==> src/rtl/esr_pkg.sv <==
package esr_pkg;

  typedef enum logic [1:0] {
    RD_NONE   = 2'd0,
    RD_WHOLE  = 2'd1,
    RD_SINGLE = 2'd2
  } rd_kind_e;

  // whole-register read outranks single-flag read
  function automatic rd_kind_e decode_read(input logic whole, input logic single);
    if (whole) return RD_WHOLE;
    if (single) return RD_SINGLE;
    return RD_NONE;
  endfunction

endpackage

==> src/rtl/esr_edge_sync.sv <==
module esr_edge_sync #(
  parameter int unsigned WIDTH  = 8,
  parameter int unsigned STAGES = 2
) (
  input  logic             clk,
  input  logic             rst_n,
  input  logic [WIDTH-1:0] cond_i,
  output logic [WIDTH-1:0] rise_o
);

  logic [WIDTH-1:0] sync_w;
  logic [WIDTH-1:0] prev_w;

  for (genvar b = 0; b < WIDTH; b++) begin : g_bit
    logic [STAGES:0] chain_q;
    always_ff @(posedge clk or negedge rst_n) begin
      if (!rst_n) chain_q <= '0;
      else        chain_q <= {chain_q[STAGES-1:0], cond_i[b]};
    end
    assign sync_w[b] = chain_q[STAGES-1];
    assign prev_w[b] = chain_q[STAGES];
  end

  assign rise_o = sync_w & ~prev_w;

  // a held condition gives a single-cycle pulse only
  p_rise_pulse_r3: assert property (@(posedge clk) disable iff (!rst_n)
    (rise_o & $past(rise_o)) == '0);

endmodule

==> src/rtl/esr_flag_bank.sv <==
module esr_flag_bank
  import esr_pkg::*;
#(
  parameter int unsigned     WIDTH       = 8,
  parameter logic [WIDTH-1:0] ACTIVE_MASK = 8'h0F,
  localparam int unsigned    SEL_W       = (WIDTH > 1) ? $clog2(WIDTH) : 1
) (
  input  logic             clk,
  input  logic             rst_n,
  input  logic [WIDTH-1:0] set_i,
  input  rd_kind_e         rd_kind_i,
  input  logic [SEL_W-1:0] sel_i,
  input  logic             clr_all_i,
  output logic [WIDTH-1:0] flags_o
);

  logic [WIDTH-1:0] flags_q;
  logic [WIDTH-1:0] clr_w;
  logic [WIDTH-1:0] set_w;

  function automatic logic [WIDTH-1:0] clear_vector(input rd_kind_e k,
                                                    input logic [SEL_W-1:0] s,
                                                    input logic all);
    logic [WIDTH-1:0] v;
    v = '0;
    for (int i = 0; i < WIDTH; i++) begin
      if (all || k == RD_WHOLE) v[i] = 1'b1;
      else if (k == RD_SINGLE && s == SEL_W'(i)) v[i] = 1'b1;
    end
    return v;
  endfunction

  assign clr_w = clear_vector(rd_kind_i, sel_i, clr_all_i);
  assign set_w = set_i & ACTIVE_MASK;

  always_ff @(posedge clk or negedge rst_n) begin
    if (!rst_n) flags_q <= '0;
    else        flags_q <= (flags_q & ~clr_w) | set_w;
  end

  assign flags_o = flags_q;

  // a set is never lost, even against a clear
  p_set_wins_r7: assert property (@(posedge clk) disable iff (!rst_n)
    ($past(set_i & ACTIVE_MASK) & ~flags_q) == '0);

  // clear-all with no edge empties the register
  p_clear_all_r6: assert property (@(posedge clk) disable iff (!rst_n)
    (clr_all_i && set_i == '0) |=> flags_q == '0);

  // a flag rises only from an edge
  p_no_spurious_r3: assert property (@(posedge clk) disable iff (!rst_n)
    (flags_q & ~$past(flags_q) & ~$past(set_i)) == '0);

  // unimplemented positions stay empty
  p_unused_zero_r10: assert property (@(posedge clk) disable iff (!rst_n)
    (flags_q & ~ACTIVE_MASK) == '0);

endmodule

==> src/rtl/esr_enable.sv <==
module esr_enable #(
  parameter int unsigned WIDTH = 8
) (
  input  logic             clk,
  input  logic             rst_n,
  input  logic             wr_i,
  input  logic [WIDTH-1:0] wdata_i,
  output logic [WIDTH-1:0] en_o
);

  logic [WIDTH-1:0] en_q;

  always_ff @(posedge clk or negedge rst_n) begin
    if (!rst_n)    en_q <= '0;
    else if (wr_i) en_q <= wdata_i;
  end

  assign en_o = en_q;

  p_en_write_r8: assert property (@(posedge clk) disable iff (!rst_n)
    wr_i |=> en_q == $past(wdata_i));

  p_en_hold_r8: assert property (@(posedge clk) disable iff (!rst_n)
    !wr_i |=> $stable(en_q));

endmodule

==> src/rtl/event_status_reg.sv <==
module event_status_reg
  import esr_pkg::*;
#(
  parameter int unsigned      WIDTH       = 8,
  parameter int unsigned      SYNC_STAGES = 2,
  parameter logic [WIDTH-1:0] ACTIVE_MASK = 8'h0F,
  localparam int unsigned     SEL_W       = (WIDTH > 1) ? $clog2(WIDTH) : 1
) (
  input  logic             clk,
  input  logic             rst_n,
  input  logic [WIDTH-1:0] cond_i,
  input  logic             rd_all_i,
  input  logic             rd_bit_i,
  input  logic [SEL_W-1:0] rd_sel_i,
  input  logic             clr_all_i,
  input  logic             en_wr_i,
  input  logic [WIDTH-1:0] en_wdata_i,
  output logic [WIDTH-1:0] rdata_o,
  output logic [WIDTH-1:0] flags_o,
  output logic [WIDTH-1:0] en_rdata_o,
  output logic             summary_o
);

  logic [WIDTH-1:0] rise_w;
  logic [WIDTH-1:0] flags_w;
  logic [WIDTH-1:0] en_w;
  rd_kind_e         rd_kind_w;

  function automatic logic any_enabled(input logic [WIDTH-1:0] f,
                                       input logic [WIDTH-1:0] e);
    return |(f & e);
  endfunction

  function automatic logic [WIDTH-1:0] read_mux(input rd_kind_e k,
                                                input logic [WIDTH-1:0] f,
                                                input logic [SEL_W-1:0] s);
    logic [WIDTH-1:0] r;
    r = f;
    if (k == RD_SINGLE) begin
      r    = '0;
      r[0] = f[s];
    end
    return r;
  endfunction

  assign rd_kind_w = decode_read(rd_all_i, rd_bit_i);

  esr_edge_sync #(.WIDTH(WIDTH), .STAGES(SYNC_STAGES)) u_sync (
    .clk(clk), .rst_n(rst_n), .cond_i(cond_i), .rise_o(rise_w)
  );

  esr_flag_bank #(.WIDTH(WIDTH), .ACTIVE_MASK(ACTIVE_MASK)) u_flags (
    .clk(clk), .rst_n(rst_n), .set_i(rise_w), .rd_kind_i(rd_kind_w),
    .sel_i(rd_sel_i), .clr_all_i(clr_all_i), .flags_o(flags_w)
  );

  esr_enable #(.WIDTH(WIDTH)) u_en (
    .clk(clk), .rst_n(rst_n), .wr_i(en_wr_i), .wdata_i(en_wdata_i), .en_o(en_w)
  );

  assign rdata_o    = read_mux(rd_kind_w, flags_w, rd_sel_i);
  assign flags_o    = flags_w;
  assign en_rdata_o = en_w;
  assign summary_o  = any_enabled(flags_w, en_w);

  // summary only with some flag present and some enable bit set
  p_summary_r9: assert property (@(posedge clk) disable iff (!rst_n)
    summary_o |-> (flags_w != '0 && en_w != '0));

  // a whole read leaves nothing but fresh edges
  p_whole_read_r4: assert property (@(posedge clk) disable iff (!rst_n)
    (rd_all_i && !clr_all_i) |=> (flags_w & ~$past(rise_w)) == '0);

endmodule

==> config.mk <==
export PLATFORM = sky130hd
export DESIGN_NAME = event_status_reg
export DESIGN_NICKNAME = d
export VERILOG_FILES = /design/src/rtl/esr_pkg.sv /design/src/rtl/esr_edge_sync.sv /design/src/rtl/esr_flag_bank.sv /design/src/rtl/esr_enable.sv /design/src/rtl/event_status_reg.sv
export SDC_FILE = /design/constraint.sdc
export NUM_CORES = 1
export LEC_CHECK = 0
export ABC_AREA = 1
export ABC_CLOCK_PERIOD_IN_PS = 800
export BUFFER_PORTS_ARGS = -buffer_cell sky130_fd_sc_hd__buf_4
export CORE_UTILIZATION = 41
export DETAILED_ROUTE_END_ITERATION = 7
export PLACE_DENSITY_LB_ADDON = 0.05
export SETUP_SLACK_MARGIN = 0.15
export SLEW_MARGIN = 10
export SYNTH_ARGS = -nofsm -noshare
export SYNTH_HDL_FRONTEND = slang
export SYNTH_SLANG_ARGS = --single-unit
==> constraint.sdc <==
create_clock -name clk -period 0.8 [get_ports clk]
set_clock_uncertainty 0.05 [all_clocks]
set_input_delay 0.04 -clock clk [delete_from_list [all_inputs] [get_ports clk]]
set_output_delay 0.04 -clock clk [all_outputs]
set_load 0.01 [all_outputs]
### After elaboration in Yosys (flattened, before gate mapping)

Index checks and enable logic that the tools add are counted.

* input bits: 25
* register bits after elaboration: 28

* equal/unequal tests: 9
* order comparisons: 1
* bitwise operators: 6
* muxes and demuxes: 26
* reductions and logical operators: 11

Operators by type and width (count)
* $mux W1: 20
* $and A8 B8 Y8: 2
* $eq A3 B3 Y1 const B: 4
* $logic_and A1 B1 Y1: 8
* $mux W2: 4
* $mux W8: 1
* $not A8 Y8: 1
* $or A8 B4 Y8: 1
* $reduce_or A8 Y1: 1
* $eq A3 B2 Y1 const B: 2
* $and A4 B4 Y4: 1
* $lt A3 B4 Y1 const B: 1
* $not A4 Y4: 1
* $bmux W1 S3: 1
* $eq A3 B1 Y1 const B: 1
* $logic_not A3 Y1: 1
* $eq A2 B1 Y1 const B: 1
* $eq A2 B2 Y1 const B: 1
* $logic_or A1 B1 Y1: 1

### Longest topological paths before layout

* word-level depth: 11
* mapped depth: 8

### Cells and area by module

From an unflattened synthesis, not the netlist that was laid out.

* cells, all modules: 182
* area total of the unflattened synthesis: 1621.6 um^2

Modules (own cells, without submodules)
* esr_edge_sync: area each 680.7 um^2, sequential area each 600.6 um^2, times used 1, cells an instance 40
* esr_flag_bank: area each 421.7 um^2, sequential area each 200.2 um^2, times used 1, cells an instance 62
* esr_enable: area each 305.3 um^2, sequential area each 200.2 um^2, times used 1, cells an instance 34
* event_status_reg: area each 214.0 um^2, sequential area each 0.0 um^2, times used 1, cells an instance 46

### Worst setup path after synthesis

Ideal clock, no wire load.

* kind: flip-flop to output port
* start: register u_flags.flags_q[1] (netlist: u_flags.flags_o[1])
* end: output summary_o
* setup slack: -0.057 ns
* stages on the path, launching flop included: 5
* arrival: 0.767 ns
* required time: 0.710 ns
* path through: dfrtp_1 inv_1 o21ai_0 nor2_1 nand2_1

* cells in the longest elaborated chain, start to end: 2

RTL lines
* from (decl): line esr_flag_bank.sv:17 `logic [WIDTH-1:0] flags_q;`
* from (signal assigned): line esr_flag_bank.sv:38 `else flags_q <= (flags_q & ~clr_w) | set_w;`
* $and A8 B8 Y8: line event_status_reg.sv:31 `return |(f & e);`
* $reduce_or A8 Y1: line event_status_reg.sv:31
* to (decl): line event_status_reg.sv:21 `output logic summary_o`

Every way passes these cells.

### Worst setup path after layout

* start: register u_flags.flags_q[7] (netlist: u_flags.flags_o[7])
* end: output rdata_o[0]

* cells in the longest elaborated chain, start to end: 3

RTL lines
* $bmux W1 S3: line event_status_reg.sv:41 `r[0] = f[s];`
* $mux W1 (implied by the code): line event_status_reg.sv:41
* $mux W8: line event_status_reg.sv:39 `if (k == RD_SINGLE) begin`
* to (decl): line event_status_reg.sv:18 `output logic [WIDTH-1:0] rdata_o,`

Every way passes these cells. The select of a mux whose other input is x is not followed.

==> impl_metrics.tcl <==
set metrics [dict create \
    vias 1510 \
    core_um2 2570 \
    htree_num_levels 1 \
    slew_viol_final 0 \
    ys_types 16 \
    timing.slew.headroom_pct 75.6 \
    die-width_um 55.2 \
    routed_wl_mm 5.78 \
    startpoint_type "flip-flop" \
    cts_tree "done" \
    overflow 0 \
    period_needed_ps 1570 \
    placed_cell_area_um2 1740 \
    final_cell_mix "buf_6 (62), buf_4 (33), nand2_1 (31)" \
    clock-sinks 28 \
    hold_path_class "in2reg" \
    nFillCells 76 \
    place_ws_ps -183 \
    violations "hold timing, setup timing" \
    place_congestion 0.899 \
    synth_fp_nets 156 \
    synth_cells 131 \
    hold_buffers 11 \
    cts_root_buf "clkbuf_4" \
    crit_type "reg2out" \
    vias_per_cell 5.61 \
    multi_input_area_um2 467 \
    clock_path_buffers 2 \
    netSwitchingPower_mw 0.989 \
    cts.clk_slew.worst_paths_ps 170 \
    p_int_mw 2.57 \
    comb_power_share_pct 28.0 \
    seq_power_share_pct 44.3 \
    yosysSeqAreaShare_pct 60.4 \
    clk-insertion-delay-late_ps 350 \
    track_usage_pct 26.3 \
    wl_per_cell_um 21.5 \
    synth_top_area_share_pct 60.4 \
    worst_pin_slew_ps 366 \
    hold_violations 2 \
    worst_slack_ps -774 \
    die_y_um 55.2 \
    pwr-share-clk_pct 27.7 \
    leakage_nw 1.21 \
    ys_ff_latch 28 \
    seq_area_um2 702 \
    setup_viol 39 \
    ios 50 \
    yosys_warnings 0 \
    final_common_cell "buf_6" \
    grt_pass1_wl_mm 5.34 \
    numCtsBuffers 3 \
    drtIter0Drc 80 \
    worstPathArrival_ps 1480 \
    swShare_pct 27.8 \
    fmax_ghz 0.635 \
    rows 18 \
    cp-end-kind "output port" \
    dieArea_um2 3050 \
    rsz0062_at_grt "yes" \
    layout-drive-gt1-share_pct 61.5 \
    insertedDiodeCount 0 \
    syn_area_per_cell_um2 8.85 \
    drc_errors 0 \
    max-vdd-ir-drop_mv 1.69 \
    worst-path-max-fanout 4 \
    final_area_um2 2400 \
    post-dp-hpwl_mm 2.18 \
    nets 265 \
    grt_pass1_vias 1204 \
    area_delta_synth_final_pct 107 \
    antenna_found_initial 0 \
    ys_top_cells_by_area "dfrtp_1 (60%), nand2_1 (10%), inv_1 (6.5%)" \
    initial_core_util_pct 45.2 \
    hold_ws_ps -137 \
    cap_violations 0 \
    syn_area_um2 1160 \
    status "complete, but fails checks" \
    p_per_area_nw_per_um2 1480 \
    yosys.area.top_type "dfrtp_1" \
    power_mw 3.56 \
    required_ps 710 \
    grt_max_degree 29 \
    portBuffers 45 \
    fin_crit_sh_pct 197 \
    ant_nets 0 \
    dr.pass1.iters 4 \
]
-- routing by layer --
metal | vias up | track usage, % | routed length, um
met3 | 48 | 4.10 | 524
met5 | - | 0 | 0
met2 | 130 | 50.8 | 2960
li1 | 618 | - | -
met1 | 714 | 27.7 | 1930
met4 | 0 | 11.3 | 366
-- worst max-delay path, stage by stage, from the launching register on --
cell and delay [ps]:
dfrtp_1 480, nand2_1 130, nand2_1 90, nand2_1 80, nand2_1 70, nand2_1 80
nand3_2 80, buf_6 130
-- synthesized netlist by cell type --
library cell  count
inv_2             4
dfrtp_1          28
nor2_1           11
o22ai_1           3
o21ai_0           8
mux2_2            1
nand3_2           1
o21ai_1           4
nor2_2            4
inv_1            20
buf_6             1
nand2_1          32
nand3_1           8
buf_2             1
a21oi_1           4
nand2_2           1
-- path summary, 6_finish.rpt --
check | from | to | slack [ps] | cells after the start
max in group asynchronous | rst_n | u_flags.flags_o[5]$_DFF_PN0_ | 330 | 2
worst min-delay path | en_wdata_i[1] | u_en.en_o[1]$_DFFE_PN0P_ | -140 | 3
worst max register to register | u_flags.flags_o[1]$_DFF_PN0_ | u_flags.flags_o[1]$_DFF_PN0_ | -300 | 5
worst min register to register | u_sync.g_bit[1].chain_q[0]$_DFF_PN0_ | u_sync.g_bit[1].chain_q[1]$_DFF_PN0_ | 330 | 0
worst max-delay path | u_flags.flags_o[7]$_DFF_PN0_ | rdata_o[0] | -770 | 7
min in group asynchronous | rst_n | u_flags.flags_o[7]$_DFF_PN0_ | 100 | 2
-- what timing repair did --
action / 4_1_cts / 5_1_grt
pin swaps: 7 / 5
setup endpoints to repair: 41 / 41
resized for setup: 61 / 29
hold endpoints to repair: 43 / 3
buffers inserted: 15 / 9
-- sequential cells by signal, summed over array words and instances (netlist names) --
| register | cells |
|---|---|
| u_sync.g_bit.chain_q | 12 |
| u_en.en_o | 8 |
| u_flags.flags_o | 8 |
-- power by group through the flow --
| stage | registers [mW] | clock network [mW] | logic, mW |
|---|---|---|---|
| 4_1_cts | 1.55 | 0.945 | 0.832 |
| 5_1_grt | 1.58 | 1.02 | 1.05 |
| 6_report | 1.58 | 0.984 | 0.996 |
| 2_1_floorplan | 1.59 | 0 | 0.175 |
| 3_3_place_gp | 1.57 | 0 | 0.562 |
| 3_5_place_dp | 1.57 | 0 | 0.575 |
-- stage by stage --
| step | utilization [%] | TNS, ps | std cells |
|---|---|---|---|
| final | 93.7 | -13030 | 269 |
| after global placement | 67.9 | -623 | 230 |
| after global routing | 93.7 | -14090 | 269 |
| after floorplan | - | -123 | 131 |
| after CTS | 87.0 | -9580 | 260 |
| after detailed placement | 67.9 | -745 | 230 |
-- cell type report --
class	instances	area share [%]
clock inverters	1	1.25
clock buffers	3	0.937
repair buffers	106	43.9
multi-input cells	77	19.4
flip-flops and latches	28	29.2
inverters	24	3.75
well taps	30	1.56
-- cell families (layout without fill, tap and decap cells) --
| logic type | Yosys count | in the layout | synth area share [%] |
|---|---|---|---|
| compound gates | 19 | 19 | 8.52 |
| buf+inv | 26 | 134 | 9.17 |
| flops | 28 | 28 | 60.4 |
| mux | 1 | 1 | 0.971 |
| simple gates | 57 | 57 | 20.9 |
No activity file was read; power rests on OpenSTA's default activity.
